--- src/rtl/mux_bus_master.sv ---
module mux_bus_master #(
  parameter int BW  = 16,
  parameter int NCS = 4,
  localparam int CSW = (NCS > 1) ? $clog2(NCS) : 1
) (
  input  logic           clk,
  input  logic           rst_n,
  input  logic           req_i,
  input  logic           req_write_i,
  input  logic           req_io_i,
  input  logic [BW-1:0]  req_addr_i,
  input  logic [BW-1:0]  req_wdata_i,
  input  logic [CSW-1:0] req_cs_i,
  output logic           busy_o,
  output logic           done_o,
  output logic [BW-1:0]  rdata_o,
  output logic [BW-1:0]  ad_o,
  output logic           ad_oe_o,
  input  logic [BW-1:0]  ad_i,
  output logic           ale_o,
  output logic           rd_n_o,
  output logic           wr_n_o,
  output logic           mreq_n_o,
  output logic           iorq_n_o,
  output logic [NCS-1:0] cs_n_o,
  input  logic           ready_i
);

  typedef enum logic [2:0] {S_IDLE, S_T1, S_T2, S_T3, S_TW, S_T4} tstate_t;

  tstate_t        st;
  logic           ph;
  logic           is_wr, is_io;
  logic [BW-1:0]  addr_q, wdata_q, rdata_q;
  logic [CSW-1:0] cs_q;
  logic           rdy_q, wait_pend, done_q;

  logic active, strobe_win, data_win;
  assign active     = (st != S_IDLE);
  assign strobe_win = (st == S_T2) || (st == S_T3) || (st == S_TW);
  assign data_win   = strobe_win || (st == S_T4);

  always_ff @(posedge clk) begin
    if (!rst_n) begin
      st        <= S_IDLE;
      ph        <= 1'b0;
      is_wr     <= 1'b0;
      is_io     <= 1'b0;
      addr_q    <= '0;
      wdata_q   <= '0;
      rdata_q   <= '0;
      cs_q      <= '0;
      rdy_q     <= 1'b1;
      wait_pend <= 1'b0;
      done_q    <= 1'b0;
    end else begin
      rdy_q  <= ready_i;
      done_q <= 1'b0;
      if (st == S_IDLE) begin
        ph <= 1'b0;
        if (req_i) begin
          st      <= S_T1;
          is_wr   <= req_write_i;
          is_io   <= req_io_i;
          addr_q  <= req_addr_i;
          wdata_q <= req_wdata_i;
          cs_q    <= req_cs_i;
        end
      end else begin
        ph <= ~ph;
        if (ph) begin
          unique case (st)
            S_T1: st <= S_T2;
            S_T2: begin
              st        <= S_T3;
              wait_pend <= ~rdy_q;
            end
            S_T3: begin
              if (wait_pend) st <= S_TW;
              else begin
                st <= S_T4;
                if (!is_wr) rdata_q <= ad_i;
              end
            end
            S_TW: begin
              if (rdy_q) begin
                st <= S_T4;
                if (!is_wr) rdata_q <= ad_i;
              end
            end
            S_T4: begin
              st     <= S_IDLE;
              done_q <= 1'b1;
            end
            default: st <= S_IDLE;
          endcase
        end
      end
    end
  end

  assign busy_o   = active;
  assign done_o   = done_q;
  assign rdata_o  = rdata_q;
  assign ale_o    = (st == S_T1) && !ph;
  assign ad_oe_o  = (st == S_T1) || (is_wr && data_win);
  assign ad_o     = (st == S_T1) ? addr_q : ((is_wr && data_win) ? wdata_q : '0);
  assign rd_n_o   = !(!is_wr && strobe_win);
  assign wr_n_o   = !(is_wr && strobe_win);
  assign mreq_n_o = !(!is_io && data_win);
  assign iorq_n_o = !(is_io && data_win);

  always_comb begin
    cs_n_o = '1;
    if (active) cs_n_o[cs_q] = 1'b0;
  end

endmodule

--- config.mk ---
export PLATFORM = sky130hd
export DESIGN_NAME = mux_bus_master
export DESIGN_NICKNAME = d
export VERILOG_FILES = /design/src/rtl/mux_bus_master.sv
export SDC_FILE = /design/constraint.sdc
export NUM_CORES = 1
export LEC_CHECK = 0
export ABC_AREA = 1
export CAP_MARGIN = 20
export CORE_UTILIZATION = 40
export DETAILED_ROUTE_END_ITERATION = 7
export PLACE_DENSITY = 0.77
export SYNTH_ARGS = -nofsm -noshare
export SYNTH_HDL_FRONTEND = slang
export SYNTH_SLANG_ARGS = --single-unit
--- constraint.sdc ---
create_clock -name clk -period 1.31 [get_ports clk]
set_input_delay 0.3275 -clock clk [delete_from_list [all_inputs] [get_ports clk]]
set_output_delay 0.3275 -clock clk [all_outputs]
set_load 0.02 [all_outputs]
==> flow_summary.ini <==
[status]
status = finished, violations left
violations = setup timing

[global_routing]
grt_usage_pct = 26.6
overflow = 0
grt_pass1_wl_um = 14400
antenna_found_initial = 0
grt_max_degree = 19
grt_pass1_vias = 2984

[synthesis]
ys_ff_latch = 59
async_reset_ff_share_pct = 0
synth_edf_count = 0
synth_warnings = 0
yosys.area.top_type_share_pct = 45.1
synth.distinct_cells = 28
netlist_area_mm2 = 0.00262
syn-num-nets = 419
yosys.area.top_type = dfxtp_1
synth_area_leaders = dfxtp_1 (45%), nand2_1 (9.2%), nand3_1 (7.8%)
avgSynthCellArea_um2 = 7.21
synth_cells = 363
yosysMostFrequentCell = nand2_1
synth_common_cells = nand2_1 (64), dfxtp_1 (59), nand3_1 (41), inv_1 (40), nor2_1 (40)
ys_seq_area_share_pct = 45.1
synth_ff_type = dfxtp_1

[worst_setup_path]
cpMostUsedCell = buf_6
timing.rr.start = st[1]$_SDFFE_PN0P_
crit_path_max_incr_delay_ns = 0.41
cp-start-kind = register
timing.rr.end = wdata_q[12]$_SDFFE_PN0P_
end_kind = output pin
crit_type = reg -> out
cpMaxStageDelayCell = dfxtp_4
critPathArrivalTime_ns = 1.63
reg2regPathDepth = 10
crit_chain = inv_4 > buf_6 > nand3_4 > clkinvlp_4 > buf_12 > nand2_4 > o21ai_4 > buf_6
reg2reg_slack_ns = -0.38
worst_ep_required_time_ns = 0.98
crit_path_max_fanout = 5

[finish]
layout.nets = 567
syn_to_final_growth_pct = 87.4
drive_above_1_share_pct = 41.9
nFillCells = 384
final_area_mm2 = 0.00491
insertedDiodeCount = 0

[timing]
setup_violations = 84
fmax_mhz = 512
rsz0062_at_grt = true
fin_crit_sh_pct = 149
fin_skew_ns = 0.00777
hold_viol_final = 0
relSlewSlack_pct = 74.2
period_needed_ns = 1.95
worst_slew_pin_slew_ns = 0.386
worst_slack_ns = -0.645
setup-tns-final_ns = -31.41
maxSlewViolCount = 0

[route]
wirelength_um = 10200
routed.top_layer = met4
wl_met1_um = 3990
drc = 0
dr_wl_met2_um = 5150
via_per_inst = 5.29
vias = 3132
drtAntennaViolNets = 0
wl_met3_um = 669
wl_per_cell_um = 17.2
drt_iter0_markers = 124
dr.pass1.iters = 4

[min_path]
holdPathEnd = addr_q[4]$_SDFFE_PN0P_
hold_depth = 2
hold_class = reg -> reg
min_from = addr_q[4]$_SDFFE_PN0P_

[place]
place_area_mm2 = 0.00404
dpl_worst_slack_ns = -0.845
gp_congestion = 0.820
buffer_ports.inserted = 99
hpwl_um = 5270

[clocking]
htree_levels = 3
cts_tree = built
cts_sinks = 59
clk_pin_slew_ns = 0.06
cts_buffer_depth = 2
numCtsBuffers = 9
clock_latency_ns = 0.34
root_buffer = clkbuf_8

[floorplanning]
die_area_mm2 = 0.00687
die_w_um = 82.9
fp-row-count = 29
die_h_um = 82.9
initial_core_util_pct = 41.2
io_pins = 100
core_mm2 = 0.00635

[flow_run]
maxCapViolations = 0

[power]
netSwitchingFraction_pct = 41.9
p_int_mw = 5.75
combPwrFrac_pct = 57.5
seq_power_share_pct = 25.6
clock_power_share_pct = 17.0
power.leakage_nw = 2.11
ir_drop_mv = 1.43
cellPowerDensity_mw_per_mm2 = 2020
p_sw_mw = 4.15
## layout by cell type (no fill, tap or decap), drive strengths merged, types with 2 or more instances in the layout
cell,count
clkdlybuf4s15,2
nand2,73
clkinv,2
nor2,44
nand3b,2
dfxtp,59
clkdlybuf4s50,55
buf,81
a21oi,38
inv,42
o21ai,39
nand3,43
clkbuf,29
## sequential cells by signal, indices dropped and copies added, names as in the netlist
signal     count
done_o         1
st             3
rdata_o       16
rdy_q          1
wait_pend      1
cs_q           2
wdata_q       16
addr_q        16
ph             1
is_io          1
is_wr          1
## worst max path at each step
stage	endpoint	slack, ns	start
after floorplan	ad_o[10]	-0.23	st[0]$_SDFFE_PN0P_
after global routing	ad_o[10]	-0.68	st[1]$_SDFFE_PN0P_
after CTS	ad_o[9]	-0.62	st[1]$_SDFFE_PN0P_
after global placement	ad_o[2]	-0.76	st[0]$_SDFFE_PN0P_
after detailed placement	ad_o[13]	-0.85	st[0]$_SDFFE_PN0P_
final	ad_o[6]	-0.64	st[1]$_SDFFE_PN0P_
## cells by family (layout without fill, tap and decap cells)
| group | count (synthesis) | count (layout) | share of synthesized area, % |
|---|---|---|---|
| simple gates | 164 | 166 | 28.4 |
| compound gates | 77 | 77 | 14.9 |
| buf+inv | 63 | 213 | 11.6 |
| flops | 59 | 59 | 45.1 |
## worst max-delay path, delay by kind of cell, from the launching register on
family / cells / cell delay [ns]
compound gates: 1 / 0.05
flops: 1 / 0.41
simple gates: 2 / 0.17
buf+inv: 5 / 0.67
## power groups by stage
stage / Clock [mW] / Combinational, mW / Sequential, mW
after floorplan: 0 / 2.20 / 2.42
after global placement: 0 / 3.62 / 2.40
after detailed placement: 0 / 3.71 / 2.42
after CTS: 1.67 / 4.93 / 2.48
after global routing: 1.78 / 5.97 / 2.56
final: 1.68 / 5.69 / 2.53
## timing repair
| action | CTS | global route |
|---|---|---|
| endpoints found under the setup margin | 101 | 97 |
| pin swaps | 11 | 20 |
| buffers inserted | 5 | 8 |
| gates cloned | 7 | 2 |
| hold endpoints to repair | 0 | 0 |
| hold buffers | 0 | 0 |
| resized for setup | 284 | 67 |
## layer usage
metal	vias to the layer above	GRT usage, %
met5	-	0
met4	0	12.2
met3	29	6.26
met2	146	46.2
met1	1490	30.8
li1	1467	-
## layout make-up
cell class	instances	area [um2]	area share (%)
tap	77	96.3	1.96
clock buffer	13	159	3.24
timing repair inverter	1	7.51	0.153
inverter	43	179	3.65
multi-input combinational	243	1640	33.5
timing repair buffer	154	1590	32.5
clock inverter	2	35.0	0.714
sequential	59	1190	24.3
## stage by stage
stage / util, % / std cells / power [mW] / hold WS [ns]
final: 77.3 / 592 / 9.89 / 0.470
after global placement: 63.6 / 557 / 6.02 / 0.439
after CTS: 74.6 / 584 / 9.08 / 0.459
after global routing: 77.3 / 592 / 10.3 / 0.487
after detailed placement: 63.6 / 557 / 6.13 / 0.446
after floorplan: - / 363 / 4.62 / 0.421
No activity file was read; power rests on OpenSTA's default activity.
